## src/rtl/tvs_pkg.sv

```systemverilog
package tvs_pkg;
  localparam int DEF_HW = 13;
  localparam int DEF_VW = 11;
  localparam int DEF_SW = 7;

  typedef struct packed {
    logic hsync;
    logic hblank;
    logic burst;
  } h_out_t;

  typedef struct packed {
    logic vsync;
    logic veq;
    logic field;
  } v_out_t;
endpackage

```

## src/rtl/tvs_hcount.sv

```systemverilog
module tvs_hcount
  import tvs_pkg::*;
#(
  parameter int HW = DEF_HW
) (
  input  logic          clk,
  input  logic          rst,
  input  logic          en,
  input  logic [HW-1:0] cfg_line_total,
  input  logic [HW-1:0] cfg_hsync_len,
  input  logic [HW-1:0] cfg_hblank_start,
  input  logic [HW-1:0] cfg_hblank_end,
  input  logic          cfg_burst_en,
  input  logic [HW-1:0] cfg_burst_start,
  input  logic [HW-1:0] cfg_burst_len,
  output logic          half_tick,
  output h_out_t        hout
);
  // Compare width: room for offset+1+length without wrap.
  localparam int CW = HW + 2;

  logic [HW-1:0] px;
  logic [CW-1:0] pos, lt, mid, hbs, hbe, bs, be;

  always_comb begin
    pos = CW'(px);
    lt  = CW'(cfg_line_total);
    mid = ((lt + CW'(1)) >> 1) - CW'(1);  // all ones when line is 1 px: never matches
    hbs = CW'(cfg_hblank_start) + CW'(1);
    hbe = CW'(cfg_hblank_end) + CW'(1);
    bs  = CW'(cfg_burst_start) + CW'(1);
    be  = bs + CW'(cfg_burst_len);
    half_tick = en && ((pos == lt) || (pos == mid));
  end

  always_ff @(posedge clk) begin
    if (rst || !en) begin
      px   <= '0;
      hout <= '0;
    end else begin
      px          <= (pos >= lt) ? '0 : px + HW'(1);
      hout.hsync  <= pos < CW'(cfg_hsync_len);
      hout.hblank <= (pos >= hbs) || (pos < hbe);
      hout.burst  <= cfg_burst_en && (pos >= bs) && (pos < be);
    end
  end

  AST_LINE_WRAP: assert property (@(posedge clk) disable iff (rst)
    (en && px == cfg_line_total) |=> (px == '0)) else $error("line wrap");
  AST_HSYNC_LEAD: assert property (@(posedge clk) disable iff (rst)
    (en && px == '0 && cfg_hsync_len != '0) |=> hout.hsync) else $error("hsync lead");
  AST_BURST_GATE: assert property (@(posedge clk) disable iff (rst)
    (!cfg_burst_en) |=> !hout.burst) else $error("burst gate");
endmodule

```

## src/rtl/tvs_vcount.sv

```systemverilog
module tvs_vcount
  import tvs_pkg::*;
#(
  parameter int VW = DEF_VW,
  parameter int SW = DEF_SW
) (
  input  logic          clk,
  input  logic          rst,
  input  logic          en,
  input  logic          half_tick,
  input  logic          cfg_progressive,
  input  logic [VW-1:0] cfg_field_len,
  input  logic [VW-1:0] cfg_vsync_len,
  input  logic [SW-1:0] cfg_vsync_start_f1,
  input  logic [SW-1:0] cfg_vsync_start_f2,
  input  logic          cfg_eq_en,
  input  logic [SW-1:0] cfg_eq_len,
  input  logic [SW-1:0] cfg_eq_start_f1,
  input  logic [SW-1:0] cfg_eq_start_f2,
  output v_out_t        vout
);
  localparam int CW = ((VW > SW) ? VW : SW) + 2;

  logic [VW-1:0] hl;
  logic          fld;
  logic [CW-1:0] pos, vs, ve, es, ee;

  always_comb begin
    pos = CW'(hl);
    vs  = CW'(fld ? cfg_vsync_start_f2 : cfg_vsync_start_f1) + CW'(1);
    ve  = vs + CW'(cfg_vsync_len);
    es  = CW'(fld ? cfg_eq_start_f2 : cfg_eq_start_f1) + CW'(1);
    ee  = es + CW'(cfg_eq_len);
  end

  always_ff @(posedge clk) begin
    if (rst || !en) begin
      hl   <= '0;
      fld  <= 1'b0;
      vout <= '0;
    end else begin
      vout.vsync <= (pos >= vs) && (pos < ve);
      vout.veq   <= cfg_eq_en && (pos >= es) && (pos < ee);
      vout.field <= fld;
      if (cfg_progressive) fld <= 1'b0;
      if (half_tick) begin
        if (hl >= cfg_field_len) begin
          hl <= '0;
          if (!cfg_progressive) fld <= ~fld;
        end else begin
          hl <= hl + VW'(1);
        end
      end
    end
  end

  AST_HL_HOLD: assert property (@(posedge clk) disable iff (rst)
    (en && !half_tick) |=> $stable(hl)) else $error("half-line moved");
  AST_FIELD_FLIP: assert property (@(posedge clk) disable iff (rst)
    (en && half_tick && hl >= cfg_field_len && !cfg_progressive) |=> (fld != $past(fld)))
    else $error("field flip");
  AST_PROG_FIELD: assert property (@(posedge clk) disable iff (rst)
    (cfg_progressive) |=> !fld) else $error("progressive field");
  AST_EQ_GATE: assert property (@(posedge clk) disable iff (rst)
    (!cfg_eq_en) |=> !vout.veq) else $error("eq gate");
endmodule

```

## src/rtl/tvsync_timing_gen.sv

```systemverilog
module tvsync_timing_gen
  import tvs_pkg::*;
#(
  parameter int HW = DEF_HW,
  parameter int VW = DEF_VW,
  parameter int SW = DEF_SW
) (
  input  logic          clk,
  input  logic          rst,
  input  logic          en,
  input  logic [HW-1:0] cfg_line_total,
  input  logic [HW-1:0] cfg_hsync_len,
  input  logic [HW-1:0] cfg_hblank_start,
  input  logic [HW-1:0] cfg_hblank_end,
  input  logic          cfg_burst_en,
  input  logic [HW-1:0] cfg_burst_start,
  input  logic [HW-1:0] cfg_burst_len,
  input  logic          cfg_progressive,
  input  logic [VW-1:0] cfg_field_len,
  input  logic [VW-1:0] cfg_vsync_len,
  input  logic [SW-1:0] cfg_vsync_start_f1,
  input  logic [SW-1:0] cfg_vsync_start_f2,
  input  logic          cfg_eq_en,
  input  logic [SW-1:0] cfg_eq_len,
  input  logic [SW-1:0] cfg_eq_start_f1,
  input  logic [SW-1:0] cfg_eq_start_f2,
  output logic          hsync,
  output logic          hblank,
  output logic          burst,
  output logic          vsync,
  output logic          veq,
  output logic          field_id
);
  h_out_t hout;
  v_out_t vout;
  logic   half_tick;

  tvs_hcount #(.HW(HW)) u_h (
    .clk(clk), .rst(rst), .en(en),
    .cfg_line_total(cfg_line_total), .cfg_hsync_len(cfg_hsync_len),
    .cfg_hblank_start(cfg_hblank_start), .cfg_hblank_end(cfg_hblank_end),
    .cfg_burst_en(cfg_burst_en), .cfg_burst_start(cfg_burst_start),
    .cfg_burst_len(cfg_burst_len), .half_tick(half_tick), .hout(hout)
  );

  tvs_vcount #(.VW(VW), .SW(SW)) u_v (
    .clk(clk), .rst(rst), .en(en), .half_tick(half_tick),
    .cfg_progressive(cfg_progressive), .cfg_field_len(cfg_field_len),
    .cfg_vsync_len(cfg_vsync_len), .cfg_vsync_start_f1(cfg_vsync_start_f1),
    .cfg_vsync_start_f2(cfg_vsync_start_f2), .cfg_eq_en(cfg_eq_en),
    .cfg_eq_len(cfg_eq_len), .cfg_eq_start_f1(cfg_eq_start_f1),
    .cfg_eq_start_f2(cfg_eq_start_f2), .vout(vout)
  );

  assign hsync    = hout.hsync;
  assign hblank   = hout.hblank;
  assign burst    = hout.burst;
  assign vsync    = vout.vsync;
  assign veq      = vout.veq;
  assign field_id = vout.field;

  AST_IDLE_QUIET: assert property (@(posedge clk) disable iff (rst)
    (!en) |=> !(hsync || hblank || burst || vsync || veq || field_id))
    else $error("outputs active while idle");
endmodule

```

## config.mk

```make
export PLATFORM = sky130hd
export DESIGN_NAME = tvsync_timing_gen
export DESIGN_NICKNAME = d
export VERILOG_FILES = /design/src/rtl/tvs_pkg.sv /design/src/rtl/tvs_hcount.sv /design/src/rtl/tvs_vcount.sv /design/src/rtl/tvsync_timing_gen.sv
export SDC_FILE = /design/constraint.sdc
export NUM_CORES = 1
export LEC_CHECK = 0
export BUFFER_PORTS_ARGS = -buffer_cell sky130_fd_sc_hd__buf_2
export CORE_ASPECT_RATIO = 2
export CORE_MARGIN = 4
export CORE_UTILIZATION = 53
export CTS_BUF_LIST = sky130_fd_sc_hd__clkbuf_4
export DETAILED_ROUTE_END_ITERATION = 16
export PLACE_DENSITY = 0.81
export SLEW_MARGIN = 20
export SYNTH_ARGS = -nofsm -noshare
export SYNTH_HDL_FRONTEND = slang
export SYNTH_SLANG_ARGS = --single-unit
```

## constraint.sdc

```tcl
create_clock -name clk -period 4.4 [get_ports clk]
set_input_delay 0.88 -clock clk [delete_from_list [all_inputs] [get_ports clk]]
set_output_delay 0.88 -clock clk [all_outputs]
set_load 0.005 [all_outputs]
```

==> flow_summary.yaml, run 1 <==
status:
  outcome: "complete, no violations"
synth:
  synth.avg_cell_area_um2: 8.02
  synth_xor_area_share_pct: 14.0
  async_flop_share_pct: 0
  yosys_warnings: 0
  ys_ff_latch: 31
  synthSimpleGateAreaFrac_pct: 19.3
  synth_cells: 891
  synth_nets: 1199
  synth_top_family_by_area: "adder cells"
  synth_cell_types: 73
  synth_edf_count: 0
  synthMuxAreaShare_pct: 1.98
  synth_ff_type: "dfxtp_1"
  ys_seq_area_share_pct: 8.68
  synth_fa_ha_area_share_pct: 29.5
  syn-cell-area_mm2: 0.00715
  synth-compound-area-share_pct: 20.8
job:
  maxCapViolCount: 0
timing:
  post-route-period-util_pct: 92.2
  clock_skew_ns: 0.0244
  finalMaxSlewViolations: 0
  relSlewSlack_pct: 54.8
  fin_crit_ns: 4.06
  rsz0062_at_grt: "false"
  max_freq_mhz: 246
  setup_violations: 0
  worstMarginPinSlew_ns: 0.678
  finalHoldViolCount: 0
  fin_setup_tns_ns: 0
drt:
  vias_per_cell: 6.00
  dr_total_vias: 7174
  drt_iter0_drc: 194
  antenna_left: 0
  dr.pass1.iters: 4
  drc: 0
  wl_mm: 19.8
  post_drt_wl_per_cell_um: 16.6
floorplan:
  rows: 59
  num_io_pins: 147
  start_util_pct: 54.4
  dieArea_mm2: 0.0155
  die_w_um: 90.1
  coreArea_mm2: 0.0131
  die_y_um: 172
clock_network:
  cts.htree.levels: 2
  clock-sinks: 31
  clockBufferDepth: 2
  cts_resized: 0
  clock_latency_ns: 0.33
  numCtsBuffers: 5
  cts_hold_buf: 0
  cts_root_buf: "clkbuf_4"
  cts_tree: "done"
  path_clk_slew_ns: 0.12
  cts_setup_buffers: 0
critical_path:
  r2r_start: "u_v.fld$_SDFF_PP0_"
  worstSetupEndpoint: "u_v.vout[2]$_SDFF_PP0_"
  r2r_cells: 15
  reg2reg_to: "u_v.vout[1]$_SDFF_PP0_"
  cp_data_required_time_ns: 4.66
  cpMostUsedCell: "a21o_1"
  cpMaxStageDelayCell: "fa_1"
  path_cells: "buf_2 > mux2_2 > ha_1 > fa_1 > a21o_1 > a21o_1 > a21o_1 > a21o_1 > a21o_1 > a21o_1 > nand3_1 > xor2_1 > ha_1 > and3_1 > a221o_1 > a211oi_1"
  end_kind: "flop"
  critPathKind: "input pin to flop"
  regToRegSetupSlack_ns: 0.46
  critPathLaunch: "cfg_vsync_start_f2[1]"
  slowest_delay_ns: 0.41
  worstPathArrival_ns: 4.32
  cp_max_fo: 3
  crit_path_start_kind: "input pin"
grt:
  track_usage_pct: 25.5
  grt_pass1_wl_mm: 32.9
  first_global_vias: 7461
  antenna_found_initial: 3
  grt_overflow: 0
  grt_max_degree: 20
power:
  switchingPower_mw: 0.415
  power_density_mw_per_mm2: 134
  p_leak_nw: 4.32
  switching_share_pct: 37.9
  clkPwrFrac_pct: 20.3
  vdd_drop_max_uv: 116
  intPower_mw: 0.681
  power_frac_comb_pct: 53.3
  p_seq_share_pct: 26.4
placed_design:
  gp_congestion: 0.912
  hpwl_mm: 17.0
  dpl_cell_area_mm2: 0.00811
  portBuffers: 146
layout:
  final_area_mm2: 0.00819
  layout_common_cells: "ha_1 (164), buf_2 (146), inv_1 (87), xnor2_1 (65), a21oi_1 (49)"
  n_antenna_cell: 0
  syn_to_final_growth_pct: 14.5
  finish.utilization_pct: 62.3
  seqCellArea_um2: 621
  layout_commonest_cell: "ha_1"
  multiInputGateArea_mm2: 0.00612
  fin_nets: 1351
  drive_gt1_share_pct: 18.2
  fillerInstances: 1236
hold_path:
  hold_path_class: "flop to flop"
  hold_path_startpoint: "u_h.px[0]$_SDFF_PP0_"
==> power groups by stage <==
| stage | sequential, mW | clock (mW) | combinational, mW |
|---|---|---|---|
| after floorplan | 0.293 | 0 | 0.395 |
| after global placement | 0.295 | 0 | 0.563 |
| after detailed placement | 0.295 | 0 | 0.582 |
| after CTS | 0.289 | 0.229 | 0.587 |
| after global routing | 0.289 | 0.237 | 0.668 |
| final | 0.289 | 0.223 | 0.584 |
==> cells by family after synthesis <==
group                      Yosys count
adders and majority gates          167
AOI/OAI and AO/OA                  218
buffers and inverters              103
xor gates and xnor gates           111
muxes                               13
DFF                                 31
and+or+nand+nor                    248
==> worst min path at each step <==
stage / to / slack [ns] / cells after the start
2_1_floorplan: u_v.hl[8]$_SDFFE_PP0P_ / 0.52 / 1
3_3_place_gp: u_h.px[0]$_SDFF_PP0_ / 0.58 / 2
3_5_place_dp: u_h.px[0]$_SDFF_PP0_ / 0.58 / 2
4_1_cts: u_h.px[0]$_SDFF_PP0_ / 0.60 / 2
5_1_grt: u_h.px[0]$_SDFF_PP0_ / 0.64 / 2
6_report: u_h.px[0]$_SDFF_PP0_ / 0.60 / 2
==> flip-flops by register name, indices dropped and copies added, names as in the netlist <==
signal	count
u_v.vout	3
u_v.hl	11
u_v.fld	1
u_h.px	13
u_h.hout	3
==> critical path, delay by kind of cell <==
family | cells | cell delay (ns)
AO/OA/AOI/OAI | 8 | 1.59
adder cells (fa/ha/maj) | 3 | 1.02
multiplexers | 1 | 0.27
AND/OR/NAND/NOR | 2 | 0.27
XOR/XNOR | 1 | 0.17
buffers and inverters | 1 | 0.09
==> metal layers <==
| layer | part of all wire, % | global-route usage [%] |
|---|---|---|
| met2 | 58 | 55.3 |
| met4 | 4.7 | 12.3 |
| met5 | 0.17 | 0 |
| met3 | 4.6 | 3.57 |
| met1 | 32 | 22.0 |
==> final cells by class <==
| cell class | instances | area share (%) |
|---|---|---|
| timing repair buffer | 161 | 10.5 |
| tap | 152 | 2.32 |
| sequential | 31 | 7.58 |
| clock inverter | 3 | 0.474 |
| inverter | 87 | 3.99 |
| multi-input combinational | 757 | 74.7 |
| clock buffer | 5 | 0.458 |
==> through the flow <==
step                instances  setup slack (ns)  total power [mW]  hold slack, ns
floorplan                 891             0.278             0.688           0.516
global placement         1188            0.0769             0.858           0.576
detailed placement       1188            0.0170             0.877           0.581
CTS                      1196             0.373              1.10           0.597
global route             1196             0.150              1.19           0.643
finish                   1196             0.343              1.10           0.601
==> synthesized netlist by cell type, types with 4 or more instances <==
cell,n,area share [%]
o21bai_1,4,0.42
a211oi_1,7,0.74
nor2b_1,21,1.8
o21ai_0,35,2.5
a21oi_1,49,3.4
a21boi_0,4,0.42
o21a_1,19,2.0
a32oi_1,5,0.61
a31oi_1,9,0.79
nand4b_1,7,0.86
ha_1,164,29
nand2_1,38,2.0
xor2_1,44,5.4
dfxtp_1,31,8.7
nor4_1,5,0.44
nand4_1,11,0.96
mux2_2,4,0.63
a211o_1,4,0.49
xnor2_1,65,8.0
inv_1,87,4.6
a21o_1,45,4.7
clkbuf_1,8,0.42
o211ai_1,4,0.42
mux2i_1,7,0.98
and3_1,21,1.8
or4_1,5,0.53
nand3_1,46,3.2
nor3_1,13,0.91
nand2b_1,12,1.1
nor2_1,44,2.3
a32o_1,4,0.56
(Power assumes the default switching activity.)
==> run 2, diff against run 1 <==
Settings changed: ABC_AREA set to 1, PLACE_DENSITY 0.81 to 0.8.
==> flow_summary.yaml, run 2 <==
status:
  outcome: "complete, no violations"
synth:
  synth_ff_type: "dfxtp_1"
  async_flop_share_pct: 0
  synth_nets: 1404
  yosys.area.top_type: "ha_1"
  synth_cell_types: 48
  synth_edf_count: 0
  yosysMostFrequentCell: "nand2_1"
  synth_cells: 1096
  yosys_warnings: 0
  synthTopCellsByArea: "ha_1 (28%), nand2_1 (9.8%), inv_1 (8.7%), dfxtp_1 (8.5%), xor2_1 (6.1%)"
  ys_ff_latch: 31
  syn-cell-area_mm2: 0.00728
  ys_top_cells_by_count: "nand2_1 (190), inv_1 (168), ha_1 (164), nor2_1 (100), a21oi_1 (82)"
  yosysTopAreaCellShare_pct: 28.2
  ys_seq_area_share_pct: 8.53
  synth.avg_cell_area_um2: 6.64
floorplan:
  rows: 60
  start_util_pct: 54.1
  die_y_um: 174
  coreArea_mm2: 0.0134
  die_w_um: 90.9
  dieArea_mm2: 0.0158
  num_io_pins: 147
clock_network:
  cts_hold_buf: 0
  clock-sinks: 31
  cts_tree: "done"
  path_clk_slew_ns: 0.11
  cts_root_buf: "clkbuf_4"
  clockBufferDepth: 2
  numCtsBuffers: 5
  clock_latency_ns: 0.35
  cts.htree.levels: 2
critical_path:
  cpMaxStageDelayCell: "ha_1"
  critPathKind: "input pin to flop"
  crit_path_start_kind: "input pin"
  worstPathArrival_ns: 4.34
  slowest_delay_ns: 0.31
  path_cells: "buf_2 > or2_2 > o21ai_0 > inv_1 > ha_1 > nand2_1 > xor2_1 > inv_1 > ha_1 > a21oi_1 > nor2_1 > a211oi_1 > o21ai_0 > xor2_1 > ha_1 > a21o_1 > a21oi_1 > o21ai_0 > a31oi_1 > a32oi_1 > nor3_1"
  cp_data_required_time_ns: 4.67
  end_kind: "flop"
  cp_max_fo: 3
timing:
  rsz0062_at_grt: "false"
  fin_crit_ns: 4.06
  relSlewSlack_pct: 57.8
  holdWs_ns: 0.580
  setup_violations: 0
  finalHoldViolCount: 0
  post-route-period-util_pct: 92.3
  finalMaxSlewViolations: 0
  max_freq_mhz: 246
  fin_setup_tns_ns: 0
  worstMarginPinSlew_ns: 0.617
  clock_skew_ns: 0.0100
layout:
  fin_nets: 1562
  syn_to_final_growth_pct: 14.8
  layout_common_cells: "nand2_1 (190), inv_1 (167), ha_1 (164), buf_2 (146), nor2_1 (100)"
  final_area_mm2: 0.00835
  reg.largest.list: "u_h.px x13, u_v.hl x11"
  drive_gt1_share_pct: 17.5
  fillerInstances: 1295
  largest-register: "u_h.px"
  instances_no_fill: 1411
  largest_reg_flops: 13
  layout_commonest_cell: "nand2_1"
  finish.utilization_pct: 62.1
grt:
  grt-busiest-layer: "met2"
  antenna_found_initial: 1
  grt_pass1_wl_mm: 32.9
  use_met3_pct: 2.91
  grt_max_degree: 16
  use_met2_pct: 53.1
  grt_use_met1_pct: 22.0
  track_usage_pct: 25.0
  grt_overflow: 0
  first_global_vias: 7795
drt:
  antenna_left: 0
  dr.pass1.iters: 4
  drt_iter0_drc: 204
  drc: 0
  post_drt_wl_per_cell_um: 14.2
  dr_total_vias: 7778
  wl_mm: 20.0
  vias_per_cell: 5.51
power:
  p_leak_nw: 4.57
  vdd_drop_max_uv: 104
  power_density_mw_per_mm2: 127
job:
  maxCapViolCount: 0
placed_design:
  gp_congestion: 0.929
  hpwl_mm: 17.3
  portBuffers: 146
  dpl.cell_count: 1398
  dpl_cell_area_mm2: 0.00822
hold_path:
  hold_path_class: "flop to flop"
## run 2: worst max-delay path, delay by kind of cell
kind / cells / cell delay, ns
xor gates and xnor gates: 2 / 0.39
buffers and inverters: 3 / 0.31
AOI/OAI and AO/OA: 9 / 1.26
adders and majority gates: 3 / 0.86
and+or+nand+nor: 4 / 0.64
## run 2: area by class of cell
type | instances | area [um^2] | share of cell area [%]
Antenna cell | 1 | 2.50 | 0.0300
Multi-Input combinational cell | 888 | 5990 | 71.8
Tap cell | 155 | 194 | 2.32
Sequential cell | 31 | 621 | 7.43
Inverter | 170 | 642 | 7.69
Clock inverter | 3 | 38.8 | 0.464
Clock buffer | 5 | 37.5 | 0.450
Timing Repair Buffer | 158 | 821 | 9.83
## run 2: cells by family (layout without fill, tap and decap cells)
group | after synthesis | in the layout | share of synthesized area [%]
buf+inv | 177 | 336 | 9.34
compound gates | 179 | 179 | 14.0
other cells | 0 | 1 | 0
simple gates | 464 | 464 | 29.7
mux | 1 | 1 | 0.138
fa+ha+maj | 167 | 167 | 29.0
xor+xnor | 77 | 77 | 9.27
flops | 31 | 31 | 8.53
## run 2: worst paths after layout
path / from / cells past startpoint / to / slack [ns]
min: u_h.px[0]$_SDFF_PP0_ / 1 / u_h.px[0]$_SDFF_PP0_ / 0.58
min reg2reg: u_h.px[0]$_SDFF_PP0_ / 1 / u_h.px[0]$_SDFF_PP0_ / 0.58
max reg2reg: u_v.fld$_SDFF_PP0_ / 22 / u_v.vout[1]$_SDFF_PP0_ / 0.40
max: cfg_vsync_start_f2[0] / 21 / u_v.vout[2]$_SDFF_PP0_ / 0.34
## run 2: metal layers
| layer | vias to the layer above | share of wire, % |
|---|---|---|
| met4 | 0 | 4.8 |
| met2 | 197 | 57 |
| met5 | - | 0 |
| li1 | 4001 | - |
| met3 | 72 | 3.7 |
| met1 | 3508 | 34 |
## run 2: stage by stage
step,power (mW),worst slack (ns)
6_report,1.06,0.338
3_5_place_dp,0.836,-0.0745
2_1_floorplan,0.658,0.349
3_3_place_gp,0.819,0.0360
5_1_grt,1.17,0.0152
4_1_cts,1.07,0.280
## run 2: where the power goes
part	switching, mW	internal (mW)
clock	0.113	0.117
sequential	0.00371	0.282
combinational	0.312	0.236
## run 2: repair_timing
| item | CTS | global route |
|---|---|---|
| endpoints found under the setup margin | 0 | 1 |
| gates resized for setup | 0 | 4 |
| setup buffers | 0 | 4 |
==> run 3, diff against run 2 <==
Settings changed: CORE_UTILIZATION 53 to 30, PLACE_DENSITY 0.8 to not set.
==> flow_summary.yaml, run 3 (synthesis gave the netlist of run 2 again) <==
grt:
  first_global_vias: 7828
  track_usage_pct: 16.5
  grt_max_degree: 16
  grt_pass1_wl_mm: 36.4
  grt_overflow: 0
  antenna_found_initial: 3
clock_network:
  clockBufferDepth: 2
  clock_latency_ns: 0.35
  cts_root_buf: "clkbuf_4"
  cts.htree.levels: 2
  numCtsBuffers: 5
  cts_hold_buf: 0
  path_clk_slew_ns: 0.13
  cts_setup_buffers: 0
  clock-sinks: 31
  cts_tree: "done"
layout:
  fin_nets: 1564
  layout_common_cells: "nand2_1 (190), inv_1 (168), ha_1 (164), buf_2 (146), nor2_1 (100)"
  reg.largest.list: "u_h.px x13, u_v.hl x11"
  layout_commonest_cell: "nand2_1"
  largest_reg_flops: 13
  fillerInstances: 2670
  largest-register: "u_h.px"
  syn_to_final_growth_pct: 17.0
  drive_gt1_share_pct: 17.7
floorplan:
  die_w_um: 118
  coreArea_mm2: 0.0239
  rows: 80
  die_y_um: 228
  dieArea_mm2: 0.0270
  start_util_pct: 30.4
  num_io_pins: 147
timing:
  fin_crit_ns: 3.96
  rsz0062_at_grt: "false"
  clock_skew_ns: 0.0108
  setup_violations: 0
  fin_setup_tns_ns: 0
  relSlewSlack_pct: 59.2
  max_freq_mhz: 253
  finalMaxSlewViolations: 0
  worstMarginPinSlew_ns: 0.597
  finalHoldViolCount: 0
  post-route-period-util_pct: 89.9
critical_path:
  critPathLaunch: "cfg_vsync_start_f2[0]"
  worstPathArrival_ns: 4.19
  crit_path_start_kind: "input pin"
  cp_data_required_time_ns: 4.63
  r2r_start: "u_v.fld$_SDFF_PP0_"
  critPathKind: "input pin to flop"
  end_kind: "flop"
  cp_max_fo: 4
hold_path:
  hold_path_class: "flop to flop"
  hold_path_startpoint: "u_h.px[0]$_SDFF_PP0_"
drt:
  post_drt_wl_per_cell_um: 14.4
  vias_per_cell: 4.92
  dr.pass1.iters: 4
  wl_mm: 22.3
  drt_iter0_drc: 215
  drc: 0
  dr_total_vias: 7612
  antenna_left: 0
job:
  maxCapViolCount: 0
power:
  power_density_mw_per_mm2: 121
  power_mw: 1.03
  vdd_drop_max_uv: 75.1
  p_leak_nw: 4.57
placed_design:
  portBuffers: 146
  gp_congestion: 0.874
  hpwl_mm: 19.6
status:
  outcome: "complete, no violations"
run 3: cell types whose count changed in the layout (fill, tap and decap cells not counted), sizes merged:
cell / delta
buf: +2
bufinv: -1
clkinv: -2
clkinvlp: +1
diode: +1
inv: +2
run 3: path summary, 6_finish.rpt:
| kind | to | slack [ns] | cells past startpoint |
|---|---|---|---|
| worst max-delay path | u_v.vout[2]$_SDFF_PP0_ | 0.44 | 20 |
| worst min-delay path | u_h.px[0]$_SDFF_PP0_ | 0.59 | 1 |
| worst max register to register | u_v.vout[1]$_SDFF_PP0_ | 0.58 | 19 |
| worst min register to register | u_h.px[0]$_SDFF_PP0_ | 0.59 | 1 |
run 3: worst max-delay path: stages:
cell      delay (ns)
buf_2           0.09
or2_2           0.27
o21ai_0         0.11
inv_1           0.11
ha_1            0.23
xor2_1          0.22
inv_1           0.07
ha_1            0.32
and3_1          0.19
a211oi_2        0.21
o21ai_0         0.19
a21oi_1         0.17
o21ai_1         0.10
xor2_1          0.15
ha_1            0.30
nand3_1         0.07
o21ai_0         0.17
a31oi_1         0.10
a32oi_1         0.18
nor3_1          0.07
run 3: layout make-up:
type / instances / area (um^2) / share of cell area, %
Sequential cell: 31 / 621 / 7.29
Timing Repair Buffer: 160 / 836 / 9.82
Multi-Input combinational cell: 888 / 5990 / 70.4
Antenna cell: 2 / 5.00 / 0.0588
Clock inverter: 3 / 23.8 / 0.279
Tap cell: 287 / 359 / 4.22
Clock buffer: 5 / 37.5 / 0.441
Inverter: 170 / 638 / 7.50
run 3: per-stage QoR:
step	utilization [%]	hold WS, ns	setup WS (ns)	instance area, um^2	std cells
after floorplan	-	0.464	0.349	7280	1096
after global placement	35.2	0.555	-0.0631	8430	1536
after detailed placement	35.2	0.566	-0.0806	8430	1536
after CTS	35.5	0.595	0.292	8490	1544
after global routing	35.6	0.618	0.0260	8510	1546
final	35.6	0.588	0.444	8510	1546
run 3: power breakdown:
part	internal, mW	switching [mW]	leakage (nW)
Clock	0.0639	0.124	0.0278
Sequential	0.283	0.00340	0.250
Combinational	0.240	0.316	4.29
run 3: timing repair:
| item | CTS | global route |
|---|---|---|
| setup endpoints to repair | 0 | 1 |
| resized for setup | 0 | 5 |
| endpoints found under the hold margin | 0 | 0 |
run 3: routing by layer:
metal  part of all wire [%]  vias up  track usage, %
li1                       -     3996               -
met5                  0.031        -               0
met3                    3.7       64            2.23
met1                     34     3367            14.4
met4                    5.3        2            8.15
met2                     57      183            35.1
